[config.mk]
export PLATFORM = sky130hd
export DESIGN_NAME = sram_ctl
export DESIGN_NICKNAME = d
export VERILOG_FILES = /design/src/rtl/sram_ctl_pkg.sv /design/src/rtl/sram_ctl_timer.sv /design/src/rtl/sram_ctl_seq.sv /design/src/rtl/sram_ctl_dpath.sv /design/src/rtl/sram_ctl.sv
export SDC_FILE = /design/constraint.sdc
export NUM_CORES = 1
export LEC_CHECK = 0
export ABC_CLOCK_PERIOD_IN_PS = 1920
export BUFFER_PORTS_ARGS = -buffer_cell sky130_fd_sc_hd__buf_2
export CAP_MARGIN = 30
export CORE_UTILIZATION = 47
export DETAILED_ROUTE_END_ITERATION = 6
export PLACE_DENSITY = 0.78
export REMOVE_ABC_BUFFERS = 1
export SYNTH_ARGS = -nofsm -noshare
export SYNTH_HDL_FRONTEND = slang
export SYNTH_SLANG_ARGS = --single-unit
[constraint.sdc]
create_clock -name clk -period 1.92 [get_ports clk]
set_input_delay 0.384 -clock clk [delete_from_list [all_inputs] [get_ports clk]]
set_output_delay 0.384 -clock clk [all_outputs]
set_load 0.005 [all_outputs]
[src/rtl/sram_ctl_pkg.sv]
package sram_ctl_pkg;

  typedef enum logic [2:0] {
    S_IDLE,
    S_READ,
    S_WSETUP,
    S_WLOW,
    S_WDRIVE,
    S_WREL
  } seq_state_t;

  // Round a nanosecond minimum up to whole clock cycles, never below one.
  function automatic int unsigned ns_to_cycles(input int unsigned t_ns,
                                               input int unsigned clk_ns);
    int unsigned c;
    c = (t_ns + clk_ns - 1) / clk_ns;
    if (c == 0) c = 1;
    return c;
  endfunction

  // Strobe overlap: one undriven cycle, then enough driven cycles for data setup,
  // and never shorter than the write pulse minimum.
  function automatic int unsigned wr_overlap_cycles(input int unsigned wp_ns,
                                                    input int unsigned dw_ns,
                                                    input int unsigned clk_ns);
    int unsigned a;
    int unsigned b;
    a = ns_to_cycles(wp_ns, clk_ns);
    b = ns_to_cycles(dw_ns, clk_ns) + 1;
    return (a > b) ? a : b;
  endfunction

  function automatic int unsigned cnt_width(input int unsigned maxv);
    return (maxv < 2) ? 1 : $clog2(maxv + 1);
  endfunction

  function automatic int unsigned max2(input int unsigned a, input int unsigned b);
    return (a > b) ? a : b;
  endfunction

endpackage

[src/rtl/sram_ctl_timer.sv]
module sram_ctl_timer #(
  parameter int unsigned W = 2
) (
  input  logic         clk,
  input  logic         rst_n,
  input  logic         load,
  input  logic [W-1:0] load_val,
  output logic         expired
);
  logic [W-1:0] cnt;

  always_ff @(posedge clk or negedge rst_n) begin
    if (!rst_n)          cnt <= '0;
    else if (load)       cnt <= load_val;
    else if (cnt != '0)  cnt <= cnt - 1'b1;
  end

  assign expired = (cnt == '0);
endmodule

[src/rtl/sram_ctl_seq.sv]
module sram_ctl_seq import sram_ctl_pkg::*; #(
  parameter int unsigned RD_CYC = 3,
  parameter int unsigned OV_CYC = 3,
  parameter int unsigned TW     = 2
) (
  input  logic          clk,
  input  logic          rst_n,
  input  logic          req_valid,
  input  logic          req_we,
  input  logic          expired,
  output logic          timer_load,
  output logic [TW-1:0] timer_val,
  output logic          req_ready,
  output logic          accept,
  output logic          capture,
  output logic          done,
  output logic          mem_cs_n,
  output logic          mem_we_n,
  output logic          mem_oe
);
  localparam int unsigned LW = cnt_width(max2(RD_CYC, OV_CYC) + 1);

  seq_state_t state, nxt;
  logic wr_finish;

  assign req_ready  = (state == S_IDLE);
  assign accept     = req_ready && req_valid;
  assign capture    = (state == S_READ) && expired;
  assign wr_finish  = (state == S_WDRIVE) && expired;
  assign timer_load = (accept && !req_we) || (state == S_WLOW);
  assign timer_val  = (state == S_WLOW) ? TW'(OV_CYC - 2) : TW'(RD_CYC - 1);

  always_comb begin
    nxt = state;
    unique case (state)
      S_IDLE:   if (accept) nxt = req_we ? S_WSETUP : S_READ;
      S_READ:   if (expired) nxt = S_IDLE;
      S_WSETUP: nxt = S_WLOW;
      S_WLOW:   nxt = S_WDRIVE;
      S_WDRIVE: if (expired) nxt = S_WREL;
      S_WREL:   nxt = S_IDLE;
      default:  nxt = S_IDLE;
    endcase
  end

  // Pin-level strobes are registered from the next state so they never glitch.
  always_ff @(posedge clk or negedge rst_n) begin
    if (!rst_n) begin
      state    <= S_IDLE;
      mem_cs_n <= 1'b1;
      mem_we_n <= 1'b1;
      mem_oe   <= 1'b0;
      done     <= 1'b0;
    end else begin
      state    <= nxt;
      mem_cs_n <= !(nxt == S_READ || nxt == S_WLOW || nxt == S_WDRIVE);
      mem_we_n <= !(nxt == S_WSETUP || nxt == S_WLOW || nxt == S_WDRIVE);
      mem_oe   <= (nxt == S_WDRIVE || nxt == S_WREL);
      done     <= capture || wr_finish;
    end
  end

  // Length of the current chip-select-low window, for the checks below.
  logic [LW-1:0] low_len;
  always_ff @(posedge clk or negedge rst_n) begin
    if (!rst_n)        low_len <= '0;
    else if (mem_cs_n) low_len <= '0;
    else               low_len <= low_len + 1'b1;
  end


  window_len_chk: assert property (@(posedge clk) disable iff (!rst_n)
    $rose(mem_cs_n) |-> (low_len == ($past(mem_we_n) ? LW'(RD_CYC) : LW'(OV_CYC))));

  we_first_chk: assert property (@(posedge clk) disable iff (!rst_n)
    $fell(mem_we_n) |-> mem_cs_n);

  cs_after_we_chk: assert property (@(posedge clk) disable iff (!rst_n)
    ($fell(mem_cs_n) && !mem_we_n) |-> $past(!mem_we_n && mem_cs_n));

  strobes_rise_chk: assert property (@(posedge clk) disable iff (!rst_n)
    ($rose(mem_cs_n) && $past(!mem_we_n)) |-> mem_we_n);

  oe_start_chk: assert property (@(posedge clk) disable iff (!rst_n)
    $rose(mem_oe) |-> (!mem_cs_n && !mem_we_n && $past(!mem_cs_n)));

  oe_tail_chk: assert property (@(posedge clk) disable iff (!rst_n)
    (mem_oe && mem_cs_n) |=> !mem_oe);

  done_pulse_chk: assert property (@(posedge clk) disable iff (!rst_n)
    done |=> !done);

  ready_idle_chk: assert property (@(posedge clk) disable iff (!rst_n)
    req_ready |-> (mem_cs_n && mem_we_n && !mem_oe));
endmodule

[src/rtl/sram_ctl_dpath.sv]
module sram_ctl_dpath #(
  parameter int unsigned ADDR_W = 12,
  parameter int unsigned DATA_W = 4
) (
  input  logic              clk,
  input  logic              rst_n,
  input  logic              accept,
  input  logic [ADDR_W-1:0] req_addr,
  input  logic [DATA_W-1:0] req_wdata,
  input  logic              capture,
  input  logic [DATA_W-1:0] mem_dq_in,
  input  logic              mem_cs_n,
  input  logic              mem_oe,
  output logic [ADDR_W-1:0] mem_addr,
  output logic [DATA_W-1:0] mem_dq_out,
  output logic [DATA_W-1:0] rsp_rdata
);
  always_ff @(posedge clk or negedge rst_n) begin
    if (!rst_n) begin
      mem_addr   <= '0;
      mem_dq_out <= '0;
    end else if (accept) begin
      mem_addr   <= req_addr;
      mem_dq_out <= req_wdata;
    end
  end

  always_ff @(posedge clk or negedge rst_n) begin
    if (!rst_n)       rsp_rdata <= '0;
    else if (capture) rsp_rdata <= mem_dq_in;
  end


  accept_quiet_chk: assert property (@(posedge clk) disable iff (!rst_n)
    accept |-> (mem_cs_n && !mem_oe));

  addr_hold_chk: assert property (@(posedge clk) disable iff (!rst_n)
    (!mem_cs_n && $past(!mem_cs_n)) |-> $stable(mem_addr));

  data_hold_chk: assert property (@(posedge clk) disable iff (!rst_n)
    (mem_oe && $past(mem_oe)) |-> ($stable(mem_dq_out) && $stable(mem_addr)));

  capture_window_chk: assert property (@(posedge clk) disable iff (!rst_n)
    capture |-> !mem_cs_n);
endmodule

[src/rtl/sram_ctl.sv]
module sram_ctl import sram_ctl_pkg::*; #(
  parameter int unsigned ADDR_W  = 12,
  parameter int unsigned DATA_W  = 4,
  parameter int unsigned CLK_NS  = 10,
  parameter int unsigned T_RC_NS = 25,
  parameter int unsigned T_WP_NS = 20,
  parameter int unsigned T_DW_NS = 12
) (
  input  logic              clk,
  input  logic              rst_n,
  input  logic              req_valid,
  output logic              req_ready,
  input  logic              req_we,
  input  logic [ADDR_W-1:0] req_addr,
  input  logic [DATA_W-1:0] req_wdata,
  output logic              rsp_valid,
  output logic [DATA_W-1:0] rsp_rdata,
  output logic [ADDR_W-1:0] mem_addr,
  output logic              mem_cs_n,
  output logic              mem_we_n,
  output logic [DATA_W-1:0] mem_dq_out,
  output logic              mem_dq_oe,
  input  logic [DATA_W-1:0] mem_dq_in
);
  localparam int unsigned RD_CYC = ns_to_cycles(T_RC_NS, CLK_NS);
  localparam int unsigned OV_CYC = wr_overlap_cycles(T_WP_NS, T_DW_NS, CLK_NS);
  localparam int unsigned TW     = cnt_width(max2(RD_CYC - 1, OV_CYC - 2));

  logic          timer_load;
  logic [TW-1:0] timer_val;
  logic          expired;
  logic          accept;
  logic          capture;

  sram_ctl_timer #(.W(TW)) u_timer (
    .clk      (clk),
    .rst_n    (rst_n),
    .load     (timer_load),
    .load_val (timer_val),
    .expired  (expired)
  );

  sram_ctl_seq #(.RD_CYC(RD_CYC), .OV_CYC(OV_CYC), .TW(TW)) u_seq (
    .clk        (clk),
    .rst_n      (rst_n),
    .req_valid  (req_valid),
    .req_we     (req_we),
    .expired    (expired),
    .timer_load (timer_load),
    .timer_val  (timer_val),
    .req_ready  (req_ready),
    .accept     (accept),
    .capture    (capture),
    .done       (rsp_valid),
    .mem_cs_n   (mem_cs_n),
    .mem_we_n   (mem_we_n),
    .mem_oe     (mem_dq_oe)
  );

  sram_ctl_dpath #(.ADDR_W(ADDR_W), .DATA_W(DATA_W)) u_dpath (
    .clk        (clk),
    .rst_n      (rst_n),
    .accept     (accept),
    .req_addr   (req_addr),
    .req_wdata  (req_wdata),
    .capture    (capture),
    .mem_dq_in  (mem_dq_in),
    .mem_cs_n   (mem_cs_n),
    .mem_oe     (mem_dq_oe),
    .mem_addr   (mem_addr),
    .mem_dq_out (mem_dq_out),
    .rsp_rdata  (rsp_rdata)
  );


  no_contention_chk: assert property (@(posedge clk) disable iff (!rst_n)
    !(mem_dq_oe && !mem_cs_n && mem_we_n));

  done_after_window_chk: assert property (@(posedge clk) disable iff (!rst_n)
    rsp_valid |-> ($past(!mem_cs_n) && mem_cs_n));
endmodule

Word-level counts from Yosys, hierarchy flattened
Cells that the tools add are included.

word-level totals
  bits in registers = 29
  word-level logic and storage cells = 45

cells by class
  eq/ne operators = 9
  reductions and logical operators = 18
  $add $sub $neg = 1
  multiplexer cells = 8

operators with widths
  operator                                                               count
  3-bit case mux with 5 select lines                                     1
  3-bit by 2-bit equality test with 1-bit output, second input constant  4
  3-bit equality test, second input constant                             3
  3-bit 2-to-1 mux                                                       3
  2-bit 2-to-1 mux                                                       4
  1-bit logical OR                                                       7
  3-bit by 1-bit equality test with 1-bit output, second input constant  2
  1-bit logical AND                                                      4
  2-bit nonzero test                                                     2
  1-bit zero test                                                        3
  3-bit zero test                                                        1
  2-bit zero test                                                        1
  2-bit by 1-bit subtractor with 2-bit output, second input constant     1

Logic depth before layout (Yosys ltp)
Gate-level depths: netlist of the first run.

  depth in word-level cells = 8
  mapped depth = 6

Modules after synthesis
Synthesis of the first run repeated with hierarchy kept, for this count alone.

second synthesis, totals
  cells, all modules = 94
  area total of the unflattened synthesis = 1281.2 um2

modules (own cells, without submodules)
  module          area an instance (um2)  times used  cells an instance
  sram_ctl_dpath  794.5                   1           42
  sram_ctl_seq    372.9                   1           40
  sram_ctl_timer  113.9                   1           12

Worst setup path before layout of the first run
OpenSTA, ideal clock, no wires.

  kind = reg2reg
  start = register u_timer.cnt[0]
  end = register u_dpath.rsp_rdata[0]
  path buffers = 1
  setup slack = 0.381 ns
  arrival time = 1.414 ns
  stages on the path, launching flop included = 6
  library setup time = 0.125 ns
  cells stage by stage = dfrtp_1 inv_1 ha_1 clkbuf_1 nor3b_4 mux2_2

on the way
  word-level cells in the longest chain between the ends = 2

RTL lines
  what                    RTL line              text
  from (decl)             sram_ctl_timer.sv:10  logic [W-1:0] cnt;
  from (signal assigned)  sram_ctl_timer.sv:14  else if (load) cnt <= load_val;
  from (signal assigned)  sram_ctl_timer.sv:15  else if (cnt != '0) cnt <= cnt - 1'b1;
  2-bit zero test         sram_ctl_timer.sv:18  assign expired = (cnt == '0);
  1-bit logical AND       sram_ctl_seq.sv:28    assign capture = (state == S_READ) && expired;
  to (signal assigned)    sram_ctl_dpath.sv:30  else if (capture) rsp_rdata <= mem_dq_in;
  to (decl)               sram_ctl_dpath.sv:16  output logic [DATA_W-1:0] rsp_rdata

No other way between the ends.
A chain may end at the register's enable or synchronous reset.

Worst setup path in the final report of the first run
  start = register u_seq.state[1]
  end = output req_ready

on the way
  word-level cells in the longest chain between the ends = 1

RTL lines
  what                    RTL line            text
  from (decl)             sram_ctl_seq.sv:23  seq_state_t state, nxt;
  from (signal assigned)  sram_ctl_seq.sv:55  state <= nxt;
  3-bit zero test         sram_ctl_seq.sv:26  assign req_ready = (state == S_IDLE);
  to (decl)               sram_ctl.sv:12      output logic req_ready,

No other way between the ends.

==> flow_metrics.py, run 1 <==
metrics = {
    "setup_path": {
        "arrival_ns": 1.22,
        "setup.worst_path.start_class": "flip-flop",
        "worst_setup_path_end_kind": "output port",
        "rr_startpoint": "u_timer.cnt[0]$_DFFE_PN0P_",
        "r2r_setup_slack_ns": 0.33,
        "required_ns": 1.54,
        "critPathKind": "reg2out",
        "cp_max_fo": 10,
        "r2r_cells": 4,
        "r2r-end": "u_dpath.rsp_rdata[3]$_DFFE_PN0P_",
    },
    "yosys": {
        "yosysWarnings": 0,
        "yosys.area_share.adder_pct": 1.02,
        "synth_cell_types": 27,
        "syn-cell-area_mm2": 0.00122,
        "synthMuxAreaShare_pct": 19.2,
        "syn_inst": 88,
        "synth-xor-area-share_pct": 1.43,
        "yosysSeqAreaShare_pct": 59.5,
        "synth_top_family_by_area": "multiplexers",
        "yosys.area_share.simple_pct": 10.7,
        "synth_compound_area_share_pct": 4.29,
        "synth_seq_cells": 29,
        "syn_area_per_cell_um2": 13.9,
    },
    "placement": {
        "dpl.hpwl_mm": 1.68,
        "place.gp.congestion": 0.732,
        "port_buffers": 48,
    },
    "clock_network": {
        "cts_hold_buffers": 0,
        "cts_resized": 0,
        "cts_inserted_buffers": 5,
        "cts_sinks": 29,
        "cts_buffer_depth": 2,
        "cts_tree": "yes",
        "cts_setup_buffers": 0,
        "clock_latency_ns": 0.32,
        "root_buffer": "clkbuf_4",
        "h-tree-depth": 2,
        "path_clk_slew_ns": 0.09,
    },
    "timing": {
        "setup_tns_ns": 0,
        "fin_crit_ns": 1.61,
        "period_share_pct": 83.6,
        "grt_setup_unrepaired": "false",
        "setup-violations-final": 0,
        "hold_violations": 0,
        "slew_headroom_pct": 58.7,
        "finalMaxSlewViolations": 0,
        "fin_worst_skew_ns": 0.0107,
        "clock.fmax_mhz": 623,
        "worstMarginPinSlew_ns": 0.620,
    },
    "die": {
        "design.core.area_mm2": 0.00248,
        "floorplan.initialDensity_pct": 49.4,
        "rows": 18,
        "io_pins": 49,
        "fp.dieW_um": 53.0,
        "design.die.area_mm2": 0.00281,
        "die_y_um": 53.0,
    },
    "grt": {
        "grt_antenna_before_repair": 0,
        "track_usage_pct": 19.5,
        "grt-ovfl-total": 0,
        "grt_pass1_wl_mm": 3.64,
        "grt_max_degree": 30,
        "grt_pass1_vias": 807,
    },
    "power": {
        "p_leak_nw": 0.765,
        "power_density_mw_per_mm2": 1700,
        "ir_drop_mv": 0.897,
    },
    "cells_and_area": {
        "final_nets": 165,
        "n_antenna_cell": 0,
        "area_growth_pct": 27.0,
        "fillers": 211,
        "final_core_util_pct": 62.7,
        "drive_above_1_share_pct": 58.6,
    },
    "detailed_routing": {
        "drc": 0,
        "num_vias": 875,
        "final_antenna_net_count": 0,
        "drt-wirelength-per-cell_um": 13.5,
        "drtIter0Drc": 4,
        "wirelength_mm": 2.29,
        "drt_first_pass_iters": 4,
        "vias_per_cell": 5.15,
    },
    "worst_hold_path": {
        "hold_class": "in2async",
    },
    "job": {
        "maxCapViolations": 0,
    },
    "outcome": {
        "outcome": "completed",
    },
}
[cell families after synthesis]
| group | Yosys count |
|---|---|
| flip-flops | 29 |
| multiplexers | 21 |
| adder cells (fa/ha/maj) | 1 |
| AO/OA/AOI/OAI | 9 |
| AND/OR/NAND/NOR | 18 |
| buffers and inverters | 8 |
| XOR/XNOR | 2 |
[worst max-delay path by stage]
stage / from / end / slack, ns / depth (start not counted)
floorplan: u_seq.state[1]$_DFF_PN0_ / u_dpath.mem_addr[0]$_DFFE_PN0P_ / 0.15 / 2
global placement: u_seq.state[0]$_DFF_PN0_ / u_dpath.mem_addr[7]$_DFFE_PN0P_ / 0.39 / 3
detailed placement: u_seq.state[0]$_DFF_PN0_ / u_dpath.mem_addr[9]$_DFFE_PN0P_ / 0.34 / 3
CTS: u_seq.state[1]$_DFF_PN0_ / req_ready / 0.29 / 3
global route: u_seq.state[1]$_DFF_PN0_ / req_ready / 0.21 / 3
finish: u_seq.state[1]$_DFF_PN0_ / req_ready / 0.31 / 3
[cells in the mapped netlist]
master	n	area (µm²)
nor2_1	2	7.51
nor2b_1	2	12.5
clkbuf_1	1	3.75
o21ba_2	1	10.0
xor2_1	1	8.76
dfstp_2	2	52.6
nor3b_1	2	15.0
a21oi_1	3	15.0
mux2i_1	1	10.0
ha_1	1	12.5
nand2_1	3	11.3
inv_1	3	11.3
buf_6	1	11.3
nand2b_1	1	6.26
mux2_2	20	225
nor3b_4	1	18.8
dfrtp_1	27	676
o21ai_0	4	20.0
or3b_1	1	8.76
nor3_1	3	15.0
nand3b_1	1	7.51
buf_2	1	5.00
nor4b_4	1	23.8
buf_4	2	15.0
xnor2_1	1	8.76
o21a_1	1	7.51
nand3_1	1	5.00
[placed cells by master, fill, tap and decap left out, drive strengths merged]
master	instances
nand3b	1
o21ba	1
xor2	1
nor2	2
nor4b	1
or3b	1
nor3b	3
o21ai	4
ha	1
dfrtp	27
buf	50
o21a	1
clkinv	1
inv	3
mux2i	1
nor3	3
clkbuf	5
nor2b	2
nand3	1
dfstp	2
xnor2	1
bufinv	1
nand2	3
nand2b	1
mux2	20
a21oi	3
[area by class of cell]
type | instances | area (µm²) | share of cell area (%)
tap | 30 | 37.5 | 2.42
timing repair buffer | 50 | 255 | 16.4
sequential | 29 | 728 | 46.9
inverter | 3 | 11.3 | 0.725
clock buffer | 5 | 37.5 | 2.42
multi-input combinational | 51 | 449 | 28.9
clock inverter | 2 | 35.0 | 2.25
[report_power, final]
group          switching [mW]  leakage (nW)  total [mW]  internal [mW]
sequential              0.179         0.346        1.11          0.928
combinational           0.451         0.378        1.06          0.614
clock                   0.200        0.0410       0.464          0.265
total                   0.830         0.765        2.64           1.81
[layer usage]
| metal | share of wire [%] | vias to the layer above | track usage (%) |
|---|---|---|---|
| li1 | - | 408 | - |
| met1 | 39 | 433 | 20.3 |
| met2 | 53 | 28 | 33.3 |
| met3 | 5.8 | 6 | 9.48 |
| met4 | 1.5 | 0 | 7.89 |
| met5 | 0 | - | 0 |
[flip-flops by register name, indices dropped and copies added (netlist names)]
register	count
u_dpath.mem_addr	12
u_dpath.mem_dq_out	4
u_dpath.rsp_rdata	4
u_seq.done	1
u_seq.mem_cs_n	1
u_seq.mem_oe	1
u_seq.mem_we_n	1
u_seq.state	3
u_timer.cnt	2
[critical path: stages (launching register included)]
cell	delay, ns
dfrtp_1	0.42
buf_4	0.19
nor3_1	0.17
buf_2	0.14
[stage by stage]
stage / power, mW / hold WS (ns) / worst slack (ns) / instance area (µm²) / std cells
after floorplan: 1.75 / 0.0884 / 0.155 / 1190 / 83
after global placement: 2.13 / 0.428 / 0.388 / 1480 / 163
after detailed placement: 2.20 / 0.435 / 0.338 / 1480 / 163
after CTS: 2.67 / 0.0781 / 0.291 / 1550 / 170
after global routing: 2.83 / 0.0892 / 0.206 / 1550 / 170
final: 2.64 / 0.0603 / 0.315 / 1550 / 170
No activity file was read; power rests on OpenSTA's default activity.
==> inputs of run 2 (changes only) <==
--- a/config.mk
+++ b/config.mk
@@ -5,12 +5,12 @@
 export SDC_FILE = /design/constraint.sdc
 export NUM_CORES = 1
 export LEC_CHECK = 0
-export ABC_CLOCK_PERIOD_IN_PS = 1920
+export ABC_CLOCK_PERIOD_IN_PS = 1460
 export BUFFER_PORTS_ARGS = -buffer_cell sky130_fd_sc_hd__buf_2
 export CAP_MARGIN = 30
-export CORE_UTILIZATION = 47
+export CORE_UTILIZATION = 42
 export DETAILED_ROUTE_END_ITERATION = 6
-export PLACE_DENSITY = 0.78
+export PLACE_DENSITY = 0.74
 export REMOVE_ABC_BUFFERS = 1
 export SYNTH_ARGS = -nofsm -noshare
 export SYNTH_HDL_FRONTEND = slang
==> constraint.sdc (replaced) <==
create_clock -name clk -period 1.46 [get_ports clk]
set_input_delay 0.292 -clock clk [delete_from_list [all_inputs] [get_ports clk]]
set_output_delay 0.292 -clock clk [all_outputs]
set_load 0.005 [all_outputs]
==> run 2 against run 1 <==
- clock power rose by 5.6%
- sequential share of layout area decreased by 2.8 points
- worst setup slack worse by 0.34 ns
- largest cell class unchanged
- the run now ends with negative setup slack left
==> flow_metrics.py, run 2 (synthesis results as in run 1) <==
metrics = {
    "outcome": {
        "outcome": "finished, violations left",
        "violations": "negative setup slack",
    },
    "die": {
        "design.core.area_mm2": 0.00276,
        "rows": 19,
        "die_y_um": 56.0,
        "io_pins": 49,
        "fp.dieW_um": 56.0,
        "floorplan.initialDensity_pct": 44.4,
        "design.die.area_mm2": 0.00313,
    },
    "setup_path": {
        "critPathKind": "reg2reg",
        "worst_setup_path_end_kind": "flip-flop",
        "crit_chain": "buf_4 -> nor4b_4 -> buf_12 -> mux2_2",
        "cp_max_fo": 17,
        "setup.worst_path.start_class": "flip-flop",
        "arrival_ns": 1.71,
        "rr_startpoint": "u_seq.state[0]$_DFF_PN0_",
        "r2r_cells": 4,
        "r2r_setup_slack_ns": -0.03,
        "r2r-end": "u_dpath.mem_addr[4]$_DFFE_PN0P_",
        "slowest_stage": "dfrtp_1",
        "critPathMaxStageDelay_ns": 0.40,
        "required_ns": 1.68,
    },
    "detailed_routing": {
        "drc": 0,
        "num_vias": 906,
        "drtIter0Drc": 9,
        "vias_per_cell": 5.03,
        "final_antenna_net_count": 0,
        "wirelength_mm": 2.45,
        "drt_first_pass_iters": 4,
        "drt-wirelength-per-cell_um": 13.6,
    },
    "cells_and_area": {
        "layoutNonFillerInstCount": 180,
        "drive_above_1_share_pct": 62.4,
        "final_core_util_pct": 59.9,
        "final_nets": 174,
        "layout_common_cells": "48 x buf_2, 27 x dfrtp_1, 17 x mux2_2, 7 x buf_4, 5 x clkbuf_4",
        "mostFrequentLayoutCell": "buf_2",
        "final_area_mm2": 0.00165,
        "regMostFlops": "u_dpath.mem_addr",
        "n_antenna_cell": 0,
        "largest_reg_flops": 12,
        "fillers": 230,
        "reg.largest.list": "u_dpath.mem_addr x12, u_dpath.mem_dq_out x4, u_dpath.rsp_rdata x4",
        "area_growth_pct": 35.1,
    },
    "grt": {
        "grt-ovfl-total": 0,
        "grt_pass1_wl_mm": 4.11,
        "grt_max_degree": 30,
        "grt_pass1_vias": 921,
        "track_usage_pct": 17.6,
        "grt_antenna_before_repair": 0,
    },
    "power": {
        "ir_drop_mv": 1.39,
        "power_mw": 3.61,
        "power_density_mw_per_mm2": 2180,
        "p_leak_nw": 0.818,
    },
    "worst_hold_path": {
        "worstHoldStart": "req_addr[11]",
        "min_path_cells": 2,
        "hold_class": "in2reg",
        "min_to": "u_dpath.mem_addr[11]$_DFFE_PN0P_",
    },
    "placement": {
        "placedInstanceArea_mm2": 0.00153,
        "port_buffers": 48,
        "dpl.hpwl_mm": 1.81,
        "post-place-cells": 169,
        "place.gp.congestion": 0.775,
        "place_ws_ns": 0.00796,
    },
    "timing": {
        "fin_worst_skew_ns": 0.0119,
        "finalMaxSlewViolations": 0,
        "slew_headroom_pct": 59.1,
        "setup-violations-final": 16,
        "layout_setup_ws_ns": -0.0300,
        "grt_setup_unrepaired": "true",
        "worstMarginPinSlew_ns": 0.613,
        "clock.fmax_mhz": 671,
        "fin_crit_ns": 1.49,
        "period_share_pct": 102,
        "hold_violations": 0,
    },
    "clock_network": {
        "cts_buffer_depth": 2,
        "path_clk_slew_ns": 0.09,
        "root_buffer": "clkbuf_4",
        "h-tree-depth": 2,
        "clock_latency_ns": 0.33,
        "cts_sinks": 29,
        "cts_tree": "yes",
        "cts_inserted_buffers": 5,
    },
    "job": {
        "maxCapViolations": 0,
    },
}
-- run 2: repair_timing --
| item | 4_1_cts | 5_1_grt |
|---|---|---|
| buffers inserted | 3 | 0 |
| resized for setup | 1 | 7 |
| endpoints found under the hold margin | 25 | 0 |
| endpoints found under the setup margin | 3 | 24 |
| pin swaps | 0 | 1 |
| hold buffers | 1 | 0 |
-- run 2: layout make-up --
class	instances	area (µm²)	share of cell area, %
multi-input cells	51	470	28.5
inverters	3	11.3	0.681
repair buffers	59	345	20.9
clock inverters	1	7.51	0.454
clock buffers	6	51.3	3.10
well taps	31	38.8	2.35
flip-flops and latches	29	728	44.1
-- run 2: report_power, final --
| group | switching [mW] | internal, mW |
|---|---|---|
| clock | 0.265 | 0.225 |
| combinational | 0.707 | 0.999 |
| sequential | 0.191 | 1.22 |
| total | 1.16 | 2.45 |
-- run 2: critical path, delay by kind of cell (launching register included) --
family | cells | cell delay (ns)
buffers and inverters | 2 | 0.34
muxes | 1 | 0.34
and+or+nand+nor | 1 | 0.29
DFF | 1 | 0.40
-- run 2: stage by stage --
stage          hold WS, ns  setup TNS, ns
2_1_floorplan     -0.00359          -5.32
5_1_grt              0.176          -1.57
3_5_place_dp         0.344              0
3_3_place_gp         0.340              0
4_1_cts              0.180         -0.353
6_report             0.188         -0.326
-- run 2: how the worst max path moves through the flow --
stage	from	endpoint	slack, ns	cells past startpoint
CTS	u_seq.state[0]$_DFF_PN0_	u_dpath.mem_addr[4]$_DFFE_PN0P_	-0.03	4
detailed placement	u_seq.state[2]$_DFF_PN0_	u_dpath.rsp_rdata[2]$_DFFE_PN0P_	0.008	3
finish	u_seq.state[0]$_DFF_PN0_	u_dpath.mem_addr[4]$_DFFE_PN0P_	-0.03	4
global placement	u_seq.state[2]$_DFF_PN0_	u_dpath.rsp_rdata[1]$_DFFE_PN0P_	0.06	3
floorplan	u_seq.state[1]$_DFF_PN0_	u_dpath.mem_addr[0]$_DFFE_PN0P_	-0.31	2
global route	u_seq.state[0]$_DFF_PN0_	u_dpath.mem_addr[8]$_DFFE_PN0P_	-0.09	4
-- run 2: layer usage --
metal / share of wire, % / routed length [µm] / up-vias / track usage (%)
li1: - / - / 426 / -
met4: 1.1 / 26 / 0 / 7.32
met1: 37 / 907 / 446 / 20.2
met5: 0 / 0 / - / 0
met2: 56 / 1370 / 30 / 29.3
met3: 5.9 / 144 / 4 / 6.74
